### src/rtl/cas_pkg.sv
package cas_pkg;

  typedef enum logic [2:0] {
    ST_IDLE    = 3'd0,
    ST_REQ     = 3'd1,
    ST_READ    = 3'd2,
    ST_CMP     = 3'd3,
    ST_WRITE   = 3'd4,
    ST_RELEASE = 3'd5
  } cas_state_e;

endpackage

### src/rtl/cas_datapath.sv
module cas_datapath #(
  parameter int DATA_W = 32
) (
  input  logic [DATA_W-1:0] rd_word,
  input  logic [DATA_W-1:0] cmp_val,
  input  logic [DATA_W-1:0] mask_val,
  input  logic [DATA_W-1:0] swap_val,
  output logic              hit,
  output logic [DATA_W-1:0] merged
);

  logic [DATA_W-1:0] diff_bits;

  // Per-bit lanes: a differing bit only counts when its mask bit is set,
  // and the merged word takes the swap bit only where the mask is set.
  for (genvar b = 0; b < DATA_W; b++) begin : g_lane
    assign diff_bits[b] = (rd_word[b] ^ cmp_val[b]) & mask_val[b];
    assign merged[b]    = mask_val[b] ? swap_val[b] : rd_word[b];
  end

  assign hit = ~|diff_bits;

endmodule

### src/rtl/cas_ctrl.sv
module cas_ctrl
  import cas_pkg::*;
#(
  parameter int DATA_W = 32,
  parameter int ADDR_W = 32
) (
  input  logic              clk,
  input  logic              rst,
  input  logic              cmd_start,
  input  logic [ADDR_W-1:0] cmd_addr,
  input  logic [DATA_W-1:0] cmd_cmp,
  input  logic [DATA_W-1:0] cmd_mask,
  input  logic [DATA_W-1:0] cmd_swap,
  input  logic              bus_gnt,
  input  logic              bus_ack,
  input  logic [DATA_W-1:0] bus_rdata,
  input  logic              hit,
  input  logic [DATA_W-1:0] merged,
  output logic              bus_req,
  output logic              bus_lock,
  output logic              bus_rd,
  output logic              bus_wr,
  output logic [ADDR_W-1:0] bus_addr,
  output logic [DATA_W-1:0] bus_wdata,
  output logic [DATA_W-1:0] rd_word,
  output logic [DATA_W-1:0] cmp_q,
  output logic [DATA_W-1:0] mask_q,
  output logic [DATA_W-1:0] swap_q,
  output logic              done,
  output logic              done_ok
);

  cas_state_e state;

  always_ff @(posedge clk) begin
    if (rst) begin
      state     <= ST_IDLE;
      bus_req   <= 1'b0;
      bus_lock  <= 1'b0;
      bus_rd    <= 1'b0;
      bus_wr    <= 1'b0;
      bus_addr  <= '0;
      bus_wdata <= '0;
      rd_word   <= '0;
      cmp_q     <= '0;
      mask_q    <= '0;
      swap_q    <= '0;
      done      <= 1'b0;
      done_ok   <= 1'b0;
    end else begin
      done <= 1'b0;
      unique case (state)
        ST_IDLE: begin
          if (cmd_start) begin
            bus_addr <= cmd_addr;
            cmp_q    <= cmd_cmp;
            mask_q   <= cmd_mask;
            swap_q   <= cmd_swap;
            bus_req  <= 1'b1;
            state    <= ST_REQ;
          end
        end
        ST_REQ: begin
          if (bus_gnt) begin
            bus_lock <= 1'b1;
            bus_rd   <= 1'b1;
            state    <= ST_READ;
          end
        end
        ST_READ: begin
          if (bus_ack) begin
            bus_rd  <= 1'b0;
            rd_word <= bus_rdata;
            state   <= ST_CMP;
          end
        end
        ST_CMP: begin
          if (hit) begin
            bus_wr    <= 1'b1;
            bus_wdata <= merged;
            state     <= ST_WRITE;
          end else begin
            bus_lock <= 1'b0;
            bus_req  <= 1'b0;
            done     <= 1'b1;
            done_ok  <= 1'b0;
            state    <= ST_IDLE;
          end
        end
        ST_WRITE: begin
          if (bus_ack) begin
            bus_wr <= 1'b0;
            state  <= ST_RELEASE;
          end
        end
        ST_RELEASE: begin
          bus_lock <= 1'b0;
          bus_req  <= 1'b0;
          done     <= 1'b1;
          done_ok  <= 1'b1;
          state    <= ST_IDLE;
        end
        default: state <= ST_IDLE;
      endcase
    end
  end

endmodule

### src/rtl/masked_cas_engine.sv
module masked_cas_engine #(
  parameter int DATA_W = 32,
  parameter int ADDR_W = 32
) (
  input  logic              clk,
  input  logic              rst,
  input  logic              cmd_start,
  input  logic [ADDR_W-1:0] cmd_addr,
  input  logic [DATA_W-1:0] cmd_cmp,
  input  logic [DATA_W-1:0] cmd_mask,
  input  logic [DATA_W-1:0] cmd_swap,
  output logic              bus_req,
  input  logic              bus_gnt,
  output logic              bus_lock,
  output logic              bus_rd,
  output logic              bus_wr,
  output logic [ADDR_W-1:0] bus_addr,
  output logic [DATA_W-1:0] bus_wdata,
  input  logic [DATA_W-1:0] bus_rdata,
  input  logic              bus_ack,
  output logic              done,
  output logic              done_ok,
  output logic [DATA_W-1:0] done_rdata
);

  logic [DATA_W-1:0] rd_word, cmp_q, mask_q, swap_q, merged;
  logic              hit;

  cas_ctrl #(.DATA_W(DATA_W), .ADDR_W(ADDR_W)) u_ctrl (
    .clk       (clk),
    .rst       (rst),
    .cmd_start (cmd_start),
    .cmd_addr  (cmd_addr),
    .cmd_cmp   (cmd_cmp),
    .cmd_mask  (cmd_mask),
    .cmd_swap  (cmd_swap),
    .bus_gnt   (bus_gnt),
    .bus_ack   (bus_ack),
    .bus_rdata (bus_rdata),
    .hit       (hit),
    .merged    (merged),
    .bus_req   (bus_req),
    .bus_lock  (bus_lock),
    .bus_rd    (bus_rd),
    .bus_wr    (bus_wr),
    .bus_addr  (bus_addr),
    .bus_wdata (bus_wdata),
    .rd_word   (rd_word),
    .cmp_q     (cmp_q),
    .mask_q    (mask_q),
    .swap_q    (swap_q),
    .done      (done),
    .done_ok   (done_ok)
  );

  cas_datapath #(.DATA_W(DATA_W)) u_dp (
    .rd_word  (rd_word),
    .cmp_val  (cmp_q),
    .mask_val (mask_q),
    .swap_val (swap_q),
    .hit      (hit),
    .merged   (merged)
  );

  assign done_rdata = rd_word;

endmodule


### config.mk
export PLATFORM = sky130hd
export DESIGN_NAME = masked_cas_engine
export DESIGN_NICKNAME = d
export VERILOG_FILES = /design/src/rtl/cas_pkg.sv /design/src/rtl/cas_datapath.sv /design/src/rtl/cas_ctrl.sv /design/src/rtl/masked_cas_engine.sv
export SDC_FILE = /design/constraint.sdc
export NUM_CORES = 1
export LEC_CHECK = 0
export ABC_AREA = 1
export BUFFER_PORTS_ARGS = -buffer_cell sky130_fd_sc_hd__buf_2
export CAP_MARGIN = 20
export CORE_AREA = 2 2 160 115
export CTS_BUF_LIST = sky130_fd_sc_hd__clkbuf_2 sky130_fd_sc_hd__clkbuf_4 sky130_fd_sc_hd__clkbuf_8
export DETAILED_ROUTE_END_ITERATION = 8
export DIE_AREA = 0 0 162 117
export PLACE_DENSITY = 0.77
export SETUP_SLACK_MARGIN = 0.02
export SLEW_MARGIN = 10
export SYNTH_ARGS = -nofsm -noshare
export SYNTH_HDL_FRONTEND = slang
export SYNTH_SLANG_ARGS = --single-unit
### constraint.sdc
create_clock -name clk -period 1.5 [get_ports clk]
set_input_delay 0.3 -clock clk [delete_from_list [all_inputs] [get_ports clk]]
set_output_delay 0.3 -clock clk [all_outputs]
set_load 0.1 [all_outputs]
Word-level counts from Yosys, hierarchy flattened
Index checks and enable logic that the tools add are counted.
Widths: inputs -> output; s select.
- register bits after elaboration: 201
- latch bits: 0
- bits in writable memories: 0
- ROM bits: 0
- input port bits: 165
- output and inout bits: 102
- word-level logic and storage cells: 155
- memories: 0
- $add $sub $neg: 0
- $mul: 0
- divide/modulo/power cells: 0
- order comparisons: 0
- equal/unequal tests: 11
- shift operators: 0
- mux-type cells: 50
- bitwise gates (word level): 65
- reductions and logical operators: 16
- operator list (kind ; count):
    $mux 1 ; 38
    $and 1x1->1 ; 32
    $reduce_or 32->1 ; 1
    $xor 1x1->1 ; 32
    $mux 3 ; 5
    $pmux 3 s5 ; 1
    $reduce_and 3->1 ; 4
    $ne 2x2->1 const B ; 5
    $pmux 1 s2 ; 4
    $reduce_and 2->1 ; 4
    $eq 3x2->1 const B ; 2
    $eq 3x3->1 const B ; 2
    $pmux 1 s3 ; 2
    $reduce_bool 2->1 ; 3
    $reduce_bool 3->1 ; 2
    $reduce_and 4->1 ; 1
    $eq 3x1->1 const B ; 1
    $logic_not 3->1 ; 1
    $ne 2x1->1 const B ; 1
    $not 1->1 ; 1

Depth between registers and ports, before layout
Gate-level depths: netlist of run 1.
- word-level depth: 5
- mapped depth: 11
- mapped depth without buffers: 11

Hierarchy
From an unflattened synthesis of run 1, not the netlist that was laid out.
- cell total of the unflattened synthesis: 1108
- area total of the unflattened synthesis: 8227.9 um^2
- by module, submodules not included (module ; instances ; cells each ; area each (um^2) ; sequential area each (um^2)):
    cas_ctrl ; 1 ; 892 ; 7226.9 ; 4023.9
    cas_datapath ; 1 ; 216 ; 1001.0 ; 0.0

Worst setup path after synthesis of run 1
No wires, ideal clock.
- path kind: flip-flop to flip-flop
- start point: register u_ctrl.rd_word[23]
- end point: register u_ctrl.bus_wdata[13]
- setup time: 0.132 ns
- data arrival time: 2.002 ns
- data required time: 1.368 ns
- setup slack: -0.634 ns
- cell stages (with the launch flop): 11
- buffers on the path: 1
- clock period less this slack: 2.134 ns
- cells stage by stage: dfxtp_1 nand2_1 nand3_1 nand2_1 nor2_1 nand2_1 nor2_4 nand3_4 buf_2 nand2_1 a21oi_1
- cells in the longest elaborated chain, start to end: 5
- ends and longest elaborated chain (what ; line ; text):
    start: declaration ; cas_ctrl.sv:25 ; output logic [DATA_W-1:0] rd_word,
    start signal: assignment ; cas_ctrl.sv:73 ; rd_word <= bus_rdata;
    $xor 1x1->1 ; cas_datapath.sv:17 ; assign diff_bits[b] = (rd_word[b] ^ cmp_val[b]) & mask_val[b];
    $and 1x1->1 ; cas_datapath.sv:17 ;
    $reduce_or 32->1 ; cas_datapath.sv:21 ; assign hit = ~|diff_bits;
    $not 1->1 (no source line) ; - ;
    $reduce_and 2->1 (no source line) ; - ;
    end signal: assignment ; cas_ctrl.sv:80 ; bus_wdata <= merged;
    end: declaration ; cas_ctrl.sv:24 ; output logic [DATA_W-1:0] bus_wdata,
Every way passes these cells.
A chain may end at the register's enable or synchronous reset.

Worst setup path in the final report of run 1
- start point: register u_ctrl.rd_word[27]
- end point: register u_ctrl.bus_wdata[20]
Same word-level chain as after synthesis.

==> results of run 1 <==
-- cell families (layout without fill, tap and decap cells) --
family / after synthesis / after routing / synth area share (%)
simple gates: 251 / 251 / 13.7
flops: 201 / 201 / 50.2
compound gates: 396 / 396 / 24.8
buf+inv: 235 / 653 / 11.4
-- stage by stage --
stage / cell area (µm²) / instances / worst slack [ns]
after floorplan: 8160 / 1083 / -0.122
after global placement: 10700 / 1654 / -0.192
after detailed placement: 10700 / 1654 / -0.225
after CTS: 12700 / 1728 / -0.183
after global routing: 13500 / 1737 / -0.364
final: 13500 / 1737 / -0.306
-- placed cells by master (no fill, tap or decap), drive strengths merged, types with 3 or more instances in the layout --
cell type,n
a21oi,198
buf,422
clkbuf,51
clkinv,8
dfxtp,201
dlygate4sd3,3
inv,168
nand2,162
nand3,34
nand4,32
nor2,21
o21ai,196
-- worst max-delay path by stage --
stage | from | cells past startpoint | slack (ns) | endpoint
after global routing | u_ctrl.rd_word[27] | 12 | -0.36 | u_ctrl.bus_wdata[20]
after global placement | u_ctrl.rd_word[21] | 11 | -0.19 | u_ctrl.bus_wdata[4]
after detailed placement | u_ctrl.rd_word[4] | 11 | -0.22 | u_ctrl.bus_wdata[21]
final | u_ctrl.rd_word[27] | 12 | -0.31 | u_ctrl.bus_wdata[20]
after CTS | u_ctrl.rd_word[12] | 12 | -0.18 | u_ctrl.bus_wdata[15]
after floorplan | u_ctrl.rd_word[6] | 10 | -0.12 | u_ctrl.bus_wdata[13]
-- cell usage after synthesis --
| master | number |
|---|---|
| sky130_fd_sc_hd__dfxtp_1 | 201 |
| sky130_fd_sc_hd__a21oi_1 | 198 |
| sky130_fd_sc_hd__o21ai_0 | 195 |
| sky130_fd_sc_hd__nand2_1 | 162 |
| sky130_fd_sc_hd__inv_1 | 140 |
| sky130_fd_sc_hd__clkbuf_1 | 49 |
| sky130_fd_sc_hd__nand3_1 | 33 |
| sky130_fd_sc_hd__nand4_1 | 32 |
| sky130_fd_sc_hd__inv_2 | 27 |
| sky130_fd_sc_hd__nor2_1 | 18 |
| sky130_fd_sc_hd__buf_2 | 13 |
| sky130_fd_sc_hd__buf_4 | 4 |
| sky130_fd_sc_hd__nor2_4 | 2 |
| sky130_fd_sc_hd__nor3_1 | 2 |
| sky130_fd_sc_hd__a211oi_1 | 1 |
| sky130_fd_sc_hd__a31oi_1 | 1 |
| sky130_fd_sc_hd__buf_1 | 1 |
| sky130_fd_sc_hd__clkinv_1 | 1 |
| sky130_fd_sc_hd__nand3_4 | 1 |
| sky130_fd_sc_hd__nor2_2 | 1 |
| sky130_fd_sc_hd__o21ai_1 | 1 |
-- state kept, by name, indices dropped and copies added, names as in the netlist, 3 cells and up --
| register | cells |
|---|---|
| u_ctrl.swap_q | 32 |
| u_ctrl.mask_q | 32 |
| u_ctrl.state | 3 |
| u_ctrl.cmp_q | 32 |
| u_ctrl.bus_wdata | 32 |
| u_ctrl.bus_addr | 32 |
| u_ctrl.rd_word | 32 |
-- critical path, delay by kind of cell, from the launching register on --
family / cells / cell delay, ns
AND/OR/NAND/NOR: 8 / 0.89
buffers and inverters: 3 / 0.36
flip-flops: 1 / 0.35
AO/OA/AOI/OAI: 1 / 0.06
-- per-layer routing --
metal | GRT usage, % | part of all wire [%] | up-vias
met4 | 7.91 | 2.6 | 2
li1 | - | - | 4357
met3 | 7.61 | 8.5 | 67
met1 | 36.2 | 41 | 4187
met5 | 0 | 0.044 | -
met2 | 47.1 | 48 | 435
-- power by group through the flow --
stage | Sequential, mW | Combinational (mW) | Clock [mW]
after floorplan | 10.9 | 3.47 | 0
after global placement | 7.44 | 9.92 | 0
after detailed placement | 7.49 | 10.1 | 0
after global routing | 7.95 | 13.8 | 4.88
final | 7.81 | 13.1 | 4.55
after CTS | 7.56 | 11.7 | 4.60
-- final cells by class --
type                            count  area share, %
Multi-Input combinational cell    647           25.9
Tap cell                          236           2.19
Clock inverter                      9          0.362
Timing Repair Buffer              427           31.2
Clock buffer                       49           4.22
Inverter                          168           4.72
Sequential cell                   201           31.4
-- what timing repair did --
item | CTS | global route
setup buffers | 14 | 13
endpoints found under the hold margin | 3 | 0
endpoints found under the setup margin | 143 | 183
hold buffers | 3 | 0
gates resized for setup | 381 | 221
cloned | 1 | 2
pin swaps | 21 | 30
==> run summary, run 1 <==
## Power and ir drop
* 17.9% — share of total power in the clock network
* 14.3 mW — internal power
* 1890 nW/µm² — power density cells
* 5.70 nW — leakage power
* 44.0% — switching part of the total power
* 1.41 mV — maximum vdd drop
* 11.2 mW — net switching power figure
* 25.5 mW — Tot Pwr
* 30.7% — share of power burned in registers
* 51.5% — Logic pwr share

## Worst setup path
* 5 — critical-path maximum fanout
* inv_2 -> nand2_2 -> nand3_4 -> nand2_2 -> nor2_1 -> nand2_1 -> nor2_4 -> nand3_4 -> buf_12 -> buf_6 -> nand2_1 -> a21oi_1 — cells along the critical path
* 1.93 ns — Required @ worst endpoint
* reg -> reg — classification of the worst setup path
* 0.35 ns — delay of the slowest critical-path stage
* 2.23 ns — arrival time of the worst setup path
* sky130_fd_sc_hd__dfxtp_4 — slowest cell on the critical path
* -0.31 ns — setup slack on the worst flop-to-flop path
* flip-flop — sort of element at the end of the critical path
* u_ctrl.bus_wdata[20] — endpoint of the lowest-slack register-to-register path
* u_ctrl.rd_word[27] — Critical R2R Launch
* 12 — depth of the worst register-to-register path
* flip-flop — crit start category

## Timing
* 0.0111 ns — Hold Worst Slack
* 0 — Slew Limit Fails
* 0.478 ns — Worst Tran Pin Value
* 0 — Final Hold Viols
* 68.2% — worst slew slack as a fraction of its limit
* 120% — period utilization
* -9.11 ns — Setup Total Neg Slack
* 1.81 ns — shortest period the worst path allows
* true — unrepaired setup endpoints after global routing
* 554 MHz — FMAX
* 0.0179 ns — maximum clock skew at final layout
* -0.306 ns — post-layout worst setup margin
* 41 — number of failing setup endpoints in the final timing report

## Floorplanning
* 117 µm — die boundary height
* 267 — IO Count
* 162 µm — Die X
* 41 — number of cell rows
* 45.7% — starting utilization of the core area
* 19,000 µm² — Die Footprint
* 17,500 µm² — core box area

## Global routing
* 1 — antenna violations before repair
* 0 — total overflow reported by the global router
* 28.1% — overall global routing resource usage
* 91 — largest net degree at the start of global routing
* 8,441 — vias in the first global route
* 42,300 µm — wire length of the first global-routing pass

## Synth
* sky130_fd_sc_hd__dfxtp_1 — library cell occupying the most area in the post-synthesis netlist
* 1,083 — synthesized instance count
* 8020 µm² — area of the mapped netlist
* 21 — Distinct cells, synth
* 0 — synthesis warning total
* 1,248 — Post-Syn Nets
* 50.2% — area share of the largest cell type after synthesis
* sky130_fd_sc_hd__dfxtp_1, sky130_fd_sc_hd__a21oi_1, sky130_fd_sc_hd__o21ai_0, sky130_fd_sc_hd__nand2_1, sky130_fd_sc_hd__inv_1 — leading cell types by total area after synthesis
* 50.2% — sequential share of the synthesized area
* 7.41 µm² — average size of a mapped cell
* 201 — #FFs+latches synth

## Cells and area
* 76.7% — utilization after layout
* 46.6% — share of final-layout standard cells stronger than drive strength 1
* 1,641 — nets@finish
* 67.9% — area growth from synthesis to final layout
* 3490 µm² — multi-input gate area in the final layout
* 4230 µm² — register cell area after layout
* 1,179 — number of filler instances in the final layout
* 0 — Antenna diodes

## Hold path
* 3 — Cells on Worst Hold Path
* u_ctrl.swap_q[25] — sink of the worst hold path
* cmd_swap[25] — worst hold path startpoint
* in -> reg — Worst Hold Class

## Routing
* 9,048 — total number of vias
* 6 — number of iterations in the first detailed-routing pass
* 0 — number of nets still failing antenna checks after routing
* 5.21 — Vias per Instance
* 17.1 µm — post-detailed-route wirelength per cell
* 753 — violation count after the first detailed-route iteration
* 0 — DRC Markers
* 29,700 µm — final wirelength

## Clocking
* 0.56 ns — Clk Latency, worst-skew pair
* 0.06 ns — clock-pin slew on the worst setup and hold paths
* 1 — number of H-tree levels
* 31 — number of buffers inserted during clock tree synthesis
* built — CTS tree
* sky130_fd_sc_hd__clkbuf_8 — clock tree root driver cell
* 3 — Bufs on Longest Clock Path
* 201 — Sink Count

## Placement
* 266 — buffers added on ports
* 18,700 µm — total half-perimeter wirelength after legalization and detailed placement
* 0.867 — placer congestion estimate

## Outcome
* setup timing — violations in the final reports
* complete, but fails checks — run status

## Run
* 0 — maximum capacitance violations

Power figures use the tool's default switching activity.
==> run 2, diff against run 1 <==
Settings changed: CORE_AREA 2 2 160 115 to 2 2 162 116, DIE_AREA 0 0 162 117 to 0 0 164 118, SYNTH_HIERARCHICAL from default to 1.
==> run summary, run 2 <==
## Placement
* 16,500 µm — total half-perimeter wirelength after legalization and detailed placement, was 18,700 µm
* -0.309 ns — pre-CTS worst setup slack, was -0.225 ns
* 0.846 — placer congestion estimate, was 0.867
* 266 — buffers added on ports, unchanged

## Worst setup path
* u_ctrl/rd_word[14] — start point of the critical path, was u_ctrl.rd_word[27]
* u_ctrl/bus_wdata[19] — endpoint of the lowest-slack register-to-register path, was u_ctrl.bus_wdata[20]
* simple AND/OR/NAND/NOR gates — top cell family by delay on the critical path, unchanged
* 1.92 ns — Required @ worst endpoint, was 1.93 ns
* flip-flop — sort of element at the end of the critical path, unchanged
* 2.25 ns — arrival time of the worst setup path, was 2.23 ns
* sky130_fd_sc_hd__dfxtp_4 — slowest cell on the critical path, unchanged
* 12 — depth of the worst register-to-register path, unchanged
* 12 — CP Depth, unchanged
* 13 — critical-path maximum fanout, was 5
* reg -> reg — classification of the worst setup path, unchanged
* nand2_2 -> nand2_2 -> nor2_4 -> nor2_4 -> nand2_2 -> nor2_4 -> nand2_2 -> nor2_4 -> nand2_8 -> clkbuf_16 -> nand2_1 -> a21oi_1 — cells along the critical path, was inv_2 -> nand2_2 -> nand3_4 -> nand2_2 -> nor2_1 -> nand2_1 -> nor2_4 -> nand3_4 -> buf_12 -> buf_6 -> nand2_1 -> a21oi_1
* -0.33 ns — setup slack on the worst flop-to-flop path, was -0.31 ns
* u_ctrl/rd_word[14] — Critical R2R Launch, was u_ctrl.rd_word[27]
* u_ctrl/bus_wdata[19] — capture point of the worst path, was u_ctrl.bus_wdata[20]
* 0.38 ns — delay of the slowest critical-path stage, was 0.35 ns
* flip-flop — crit start category, unchanged
* 1 — sum of buffers and inverters on the critical path, was 3

## Synth
* 1,108 — synthesized instance count, was 1,083
* sky130_fd_sc_hd__dfxtp_1, sky130_fd_sc_hd__a21oi_1, sky130_fd_sc_hd__nand2_1, sky130_fd_sc_hd__inv_1, sky130_fd_sc_hd__o21ai_0 — leading cell types by total area after synthesis, was sky130_fd_sc_hd__dfxtp_1, sky130_fd_sc_hd__a21oi_1, sky130_fd_sc_hd__o21ai_0, sky130_fd_sc_hd__nand2_1, sky130_fd_sc_hd__inv_1
* sky130_fd_sc_hd__dfxtp_1 — main flop type after synthesis, unchanged
* 8230 µm² — area of the mapped netlist, was 8020 µm²
* 0% — share of synthesized flip-flops with an asynchronous set or reset, unchanged
* 48.9% — area share of the largest cell type after synthesis, was 50.2%
* 0 — number of flops mapped to enable cells by yosys, unchanged
* 7.43 µm² — average size of a mapped cell, was 7.41 µm²
* 1,273 — Post-Syn Nets, was 1,248
* sky130_fd_sc_hd__dfxtp_1 — count leader, synth, unchanged
* 24 — Distinct cells, synth, was 21
* sky130_fd_sc_hd__dfxtp_1, sky130_fd_sc_hd__a21oi_1, sky130_fd_sc_hd__nand2_1 — Synth top cells by count, was sky130_fd_sc_hd__dfxtp_1, sky130_fd_sc_hd__a21oi_1, sky130_fd_sc_hd__o21ai_0
* 48.9% — sequential share of the synthesized area, was 50.2%
* 6 — synthesis warning total, was 0
* sky130_fd_sc_hd__dfxtp_1 — library cell occupying the most area in the post-synthesis netlist, unchanged
* 201 — #FFs+latches synth, unchanged

## Routing
* 5 — number of iterations in the first detailed-routing pass, was 6
* 878 — violation count after the first detailed-route iteration, was 753
* 0 — DRC Markers, unchanged
* 16.5 µm — post-detailed-route wirelength per cell, was 17.1 µm
* 8,905 — total number of vias, was 9,048
* 0 — number of nets still failing antenna checks after routing, unchanged
* 28,900 µm — final wirelength, was 29,700 µm
* 5.08 — Vias per Instance, was 5.21

## Timing
* 0.0315 ns — Hold Worst Slack, was 0.0111 ns
* 122% — period utilization, was 120%
* 67.6% — worst slew slack as a fraction of its limit, was 68.2%
* 1.83 ns — shortest period the worst path allows, was 1.81 ns
* -0.328 ns — post-layout worst setup margin, was -0.306 ns
* 0.483 ns — Worst Tran Pin Value, was 0.478 ns
* 42 — number of failing setup endpoints in the final timing report, was 41
* true — unrepaired setup endpoints after global routing, unchanged
* 547 MHz — FMAX, was 554 MHz
* 0 — Final Hold Viols, unchanged
* 0 — Slew Limit Fails, unchanged
* 0.0136 ns — maximum clock skew at final layout, was 0.0179 ns

## Clocking
* 0.07 ns — clock-pin slew on the worst setup and hold paths, was 0.06 ns
* 1 — number of H-tree levels, unchanged
* built — CTS tree, unchanged
* 201 — Sink Count, unchanged
* 0.55 ns — Clk Latency, worst-skew pair, was 0.56 ns
* 31 — number of buffers inserted during clock tree synthesis, unchanged
* 3 — Bufs on Longest Clock Path, unchanged
* sky130_fd_sc_hd__clkbuf_8 — clock tree root driver cell, unchanged

## Cells and area
* 37.8% — share of final-layout standard cells stronger than drive strength 1, was 46.6%
* sky130_fd_sc_hd__a21oi_1, sky130_fd_sc_hd__buf_2, sky130_fd_sc_hd__inv_1 — commonest cells after routing, fill and taps aside, was sky130_fd_sc_hd__a21oi_1, sky130_fd_sc_hd__o21ai_0, sky130_fd_sc_hd__buf_2
* 74.8% — utilization after layout, was 76.7%
* sky130_fd_sc_hd__a21oi_1 — commonest non-fill, non-tap cell in the layout, unchanged
* 61.9% — area growth from synthesis to final layout, was 67.9%
* 1,657 — nets@finish, was 1,641

## Floorplanning
* 118 µm — die boundary height, was 117 µm
* 164 µm — Die X, was 162 µm
* 17,800 µm² — core box area, was 17,500 µm²
* 41 — number of cell rows, unchanged
* 46.2% — starting utilization of the core area, was 45.7%
* 19,400 µm² — Die Footprint, was 19,000 µm²
* 267 — IO Count, unchanged

## Global routing
* 0 — total overflow reported by the global router, unchanged
* 8,641 — vias in the first global route, was 8,441
* 72 — largest net degree at the start of global routing, was 91
* 41,800 µm — wire length of the first global-routing pass, was 42,300 µm
* 26.7% — overall global routing resource usage, was 28.1%
* 1 — antenna violations before repair, unchanged

## Power and ir drop
* 1890 nW/µm² — power density cells, about the same
* 1.62 mV — maximum vdd drop, was 1.41 mV
* 5.79 nW — leakage power, was 5.70 nW

## Outcome
* complete, but fails checks — run status, unchanged
* setup timing — violations in the final reports, unchanged

## Run
* 0 — maximum capacitance violations, unchanged

## Hold path
* in -> reg — Worst Hold Class, unchanged

==> run 2: cells by family (layout without fill, tap and decap cells) <==
logic type	after synthesis	after routing	share of synthesized area, %
and+or+nand+nor	320	320	15.2
other	0	1	0
DFF	201	201	48.9
buffers and inverters	224	632	12.1
AOI/OAI and AO/OA	341	341	20.7
muxes	22	22	3.01
==> run 2: area by class of cell <==
cell class              count  area [µm²]
well taps                 236         295
repair buffers            412        4110
clock buffers              50         632
diodes                      1        2.50
repair inverters            1        11.3
fillers                  1204        4480
clock inverters             7        60.1
inverters                 162         623
multi-input cells         683        3390
flip-flops and latches    201        4200
==> run 2: layer usage <==
layer  global-route usage, %  wire (µm)  up-vias
met4                    10.1       1030        0
li1                        -          -     4305
met1                    33.2      11900     4085
met2                    45.0      13700      432
met5                       0          0        -
met3                    6.03       2380       83
==> run 2: how the worst min path moves through the flow <==
stage	end	cells after the start	slack [ns]	from
after floorplan	u_ctrl/swap_q[31]	2	0.42	u_ctrl/swap_q[31]
after global placement	u_ctrl/bus_addr[11]	2	0.43	u_ctrl/bus_addr[11]
after detailed placement	u_ctrl/bus_addr[22]	2	0.43	u_ctrl/bus_addr[22]
after CTS	u_ctrl/swap_q[23]	3	0.0003	cmd_swap[23]
after global routing	u_ctrl/swap_q[2]	3	0.01	cmd_swap[2]
final	u_ctrl/swap_q[2]	3	0.03	cmd_swap[2]
==> run 2: worst reg2reg max path, delay by kind of cell, from the launching register on <==
kind | cells | cell delay, ns
AOI/OAI and AO/OA | 1 | 0.07
DFF | 1 | 0.38
buffers and inverters | 1 | 0.22
and+or+nand+nor | 10 | 1.02
==> run 2: what timing repair did <==
action	4_1_cts	5_1_grt
buffers inserted	5	17
gates cloned	0	5
resized for setup	306	169
pin swaps	1	19
hold buffers	42	2
endpoints found under the setup margin	141	169
endpoints found under the hold margin	42	2
==> run 2: power breakdown <==
part | internal (mW) | switching (mW)
Combinational | 4.48 | 7.67
Sequential | 6.87 | 1.15
Clock | 2.83 | 2.20
==> run 2: through the flow <==
step	cell area (µm²)	TNS [ns]	power, mW	instances
after floorplan	8380	-5.06	15.0	1108
after detailed placement	10400	-10.17	17.5	1633
after global placement	10400	-8.58	17.3	1633
final	13300	-10.00	25.2	1753
after CTS	12600	-5.80	24.0	1736
after global routing	13300	-14.51	26.4	1753
==> run 3, diff against run 2 <==
Settings changed: CELL_PAD_IN_SITES_DETAIL_PLACEMENT from default to 1, CELL_PAD_IN_SITES_GLOBAL_PLACEMENT from default to 1, CORE_AREA 2 2 162 116 to 2 2 192 138, DIE_AREA 0 0 164 118 to 0 0 194 140, PLACE_DENSITY 0.77 to 0.73.
==> run summary, run 3 (synthesized netlist as in run 2, its figures left out) <==
## Routing
* 252 — violation count after the first detailed-route iteration, was 878
* 32,100 µm — final wirelength, was 28,900 µm
* 0 — number of nets still failing antenna checks after routing, unchanged
* 17.2 µm — post-detailed-route wirelength per cell, was 16.5 µm
* 8,761 — total number of vias, was 8,905
* 0 — DRC Markers, unchanged
* 4 — number of iterations in the first detailed-routing pass, was 5
* 4.70 — Vias per Instance, was 5.08

## Global routing
* 9,222 — vias in the first global route, was 8,641
* 49,200 µm — wire length of the first global-routing pass, was 41,800 µm
* 22.7% — overall global routing resource usage, was 26.7%
* 1 — antenna violations before repair, unchanged
* 54 — largest net degree at the start of global routing, was 72
* 0 — total overflow reported by the global router, unchanged

## Floorplanning
* 27,200 µm² — Die Footprint, was 19,400 µm²
* 140 µm — die boundary height, was 118 µm
* 194 µm — Die X, was 164 µm
* 267 — IO Count, unchanged
* 32.6% — starting utilization of the core area, was 46.2%
* 49 — number of cell rows, was 41
* 25,300 µm² — core box area, was 17,800 µm²

## Cells and area
* 38.3% — share of final-layout standard cells stronger than drive strength 1, was 37.8%
* sky130_fd_sc_hd__buf_2 — commonest non-fill, non-tap cell in the layout, was sky130_fd_sc_hd__a21oi_1
* sky130_fd_sc_hd__buf_2, sky130_fd_sc_hd__a21oi_1, sky130_fd_sc_hd__nand2_1 — commonest cells after routing, fill and taps aside, was sky130_fd_sc_hd__a21oi_1, sky130_fd_sc_hd__buf_2, sky130_fd_sc_hd__inv_1
* 64.3% — area growth from synthesis to final layout, was 61.9%
* 3,038 — number of filler instances in the final layout, was 1,204
* 53.5% — utilization after layout, was 74.8%
* 13,500 µm² — Layout Cell Area excl Fill, was 13,300 µm²
* 1,671 — nets@finish, was 1,657

## Worst setup path
* 12 — critical-path maximum fanout, was 13
* 1.94 ns — Required @ worst endpoint, was 1.92 ns
* flip-flop — crit start category, unchanged
* flip-flop — sort of element at the end of the critical path, unchanged
* reg -> reg — classification of the worst setup path, unchanged
* 2.16 ns — arrival time of the worst setup path, was 2.25 ns

## Timing
* 0.570 ns — Worst Tran Pin Value, was 0.483 ns
* -0.216 ns — post-layout worst setup margin, was -0.328 ns
* 0 — Slew Limit Fails, unchanged
* 583 MHz — FMAX, was 547 MHz
* 0 — Final Hold Viols, unchanged
* 0.0389 ns — maximum clock skew at final layout, was 0.0136 ns
* 0.0332 ns — Hold Worst Slack, was 0.0315 ns
* 1.72 ns — shortest period the worst path allows, was 1.83 ns
* 114% — period utilization, was 122%
* 39 — number of failing setup endpoints in the final timing report, was 42
* true — unrepaired setup endpoints after global routing, unchanged
* 62.0% — worst slew slack as a fraction of its limit, was 67.6%

## Power and ir drop
* 48.8% — Logic pwr share, was 48.2%
* 11.3 mW — net switching power figure, was 11.0 mW
* 43.0% — switching part of the total power, was 43.7%
* 15.0 mW — internal power, was 14.2 mW
* 1950 nW/µm² — power density cells, was 1890 nW/µm²
* 21.1% — share of total power in the clock network, was 20.0%
* 1.40 mV — maximum vdd drop, was 1.62 mV
* 30.1% — share of power burned in registers, was 31.8%
* 5.92 nW — leakage power, was 5.79 nW

## Placement
* 10,800 µm² — instance area after placement, was 10,400 µm²
* 266 — buffers added on ports, unchanged
* 21,100 µm — total half-perimeter wirelength after legalization and detailed placement, was 16,500 µm
* 0.766 — placer congestion estimate, was 0.846
* -0.289 ns — pre-CTS worst setup slack, was -0.309 ns

## Outcome
* setup timing — violations in the final reports, unchanged
* complete, but fails checks — run status, unchanged

## Run
* 0 — maximum capacitance violations, unchanged

## Clocking
* 3 — Bufs on Longest Clock Path, unchanged
* built — CTS tree, unchanged
* 201 — Sink Count, unchanged
* sky130_fd_sc_hd__clkbuf_8 — clock tree root driver cell, unchanged
* 0.54 ns — Clk Latency, worst-skew pair, was 0.55 ns
* 0.06 ns — clock-pin slew on the worst setup and hold paths, was 0.07 ns
* 35 — number of buffers inserted during clock tree synthesis, was 31
* 2 — number of H-tree levels, was 1

## Hold path
* in -> reg — Worst Hold Class, unchanged

run 3: power by group through the flow:
stage / registers [mW] / clock network [mW] / logic [mW]
after floorplan: 11.4 / 0 / 3.67
after global placement: 7.74 / 0 / 10.2
after detailed placement: 7.80 / 0 / 10.4
after CTS: 7.86 / 5.72 / 12.6
after global routing: 8.08 / 5.99 / 13.7
final: 7.91 / 5.55 / 12.9
run 3: timing repair:
action,CTS,global route
pin swaps,9,8
gates cloned,5,2
setup endpoints to repair,169,141
hold buffers,25,0
buffers inserted,16,16
resized for setup,340,104
endpoints found under the hold margin,25,0
run 3: critical path: stages, from the launching register on:
cell	delay, ns
sky130_fd_sc_hd__dfxtp_2	0.34
sky130_fd_sc_hd__nand2_1	0.07
sky130_fd_sc_hd__nand2_1	0.06
sky130_fd_sc_hd__nor2_1	0.04
sky130_fd_sc_hd__nor2_1	0.16
sky130_fd_sc_hd__nand2_1	0.11
sky130_fd_sc_hd__nor2_2	0.12
sky130_fd_sc_hd__nand2_2	0.08
sky130_fd_sc_hd__nor2_4	0.11
sky130_fd_sc_hd__nand2_4	0.10
sky130_fd_sc_hd__inv_8	0.11
sky130_fd_sc_hd__buf_12	0.14
sky130_fd_sc_hd__nand2_1	0.06
sky130_fd_sc_hd__a21oi_1	0.12
run 3: metal layers:
metal / vias to the layer above / global-route usage (%) / part of all wire, % / wire length, µm
met1: 4126 / 29.2 / 45 / 14300
met2: 239 / 37.6 / 47 / 15000
li1: 4347 / - / - / -
met5: - / 0 / 0.040 / 13
met4: 2 / 6.58 / 2.1 / 670
met3: 47 / 6.19 / 6.6 / 2110
run 3: final cells by class:
type	count	area (µm²)	area share, %
antenna	2	5.00	0.0370
clock buffer	56	677	5.01
clock inverter	7	83.8	0.620
inverter	162	621	4.59
multi-input combinational	683	3380	25.0
sequential	201	4180	30.9
tap	331	414	3.06
timing repair buffer	423	4160	30.7
run 3: path summary, 6_finish.rpt:
check                    startpoint              endpoint  slack (ns)  cells past startpoint
setup reg to reg    u_ctrl/cmp_q[3]  u_ctrl/bus_wdata[22]       -0.22                     13
setup / recovery    u_ctrl/cmp_q[3]  u_ctrl/bus_wdata[22]       -0.22                     13
hold / removal           cmd_cmp[6]       u_ctrl/cmp_q[6]        0.03                      3
hold reg to reg   u_ctrl/swap_q[29]     u_ctrl/swap_q[29]        0.45                      2
run 3: through the flow:
stage | power (mW) | std cells | setup TNS [ns]
floorplan | 15.0 | 1108 | -5.06
detailed placement | 18.2 | 1751 | -8.73
CTS | 26.1 | 1856 | -7.28
global placement | 18.0 | 1751 | -6.76
global route | 27.7 | 1863 | -12.69
finish | 26.3 | 1865 | -6.91
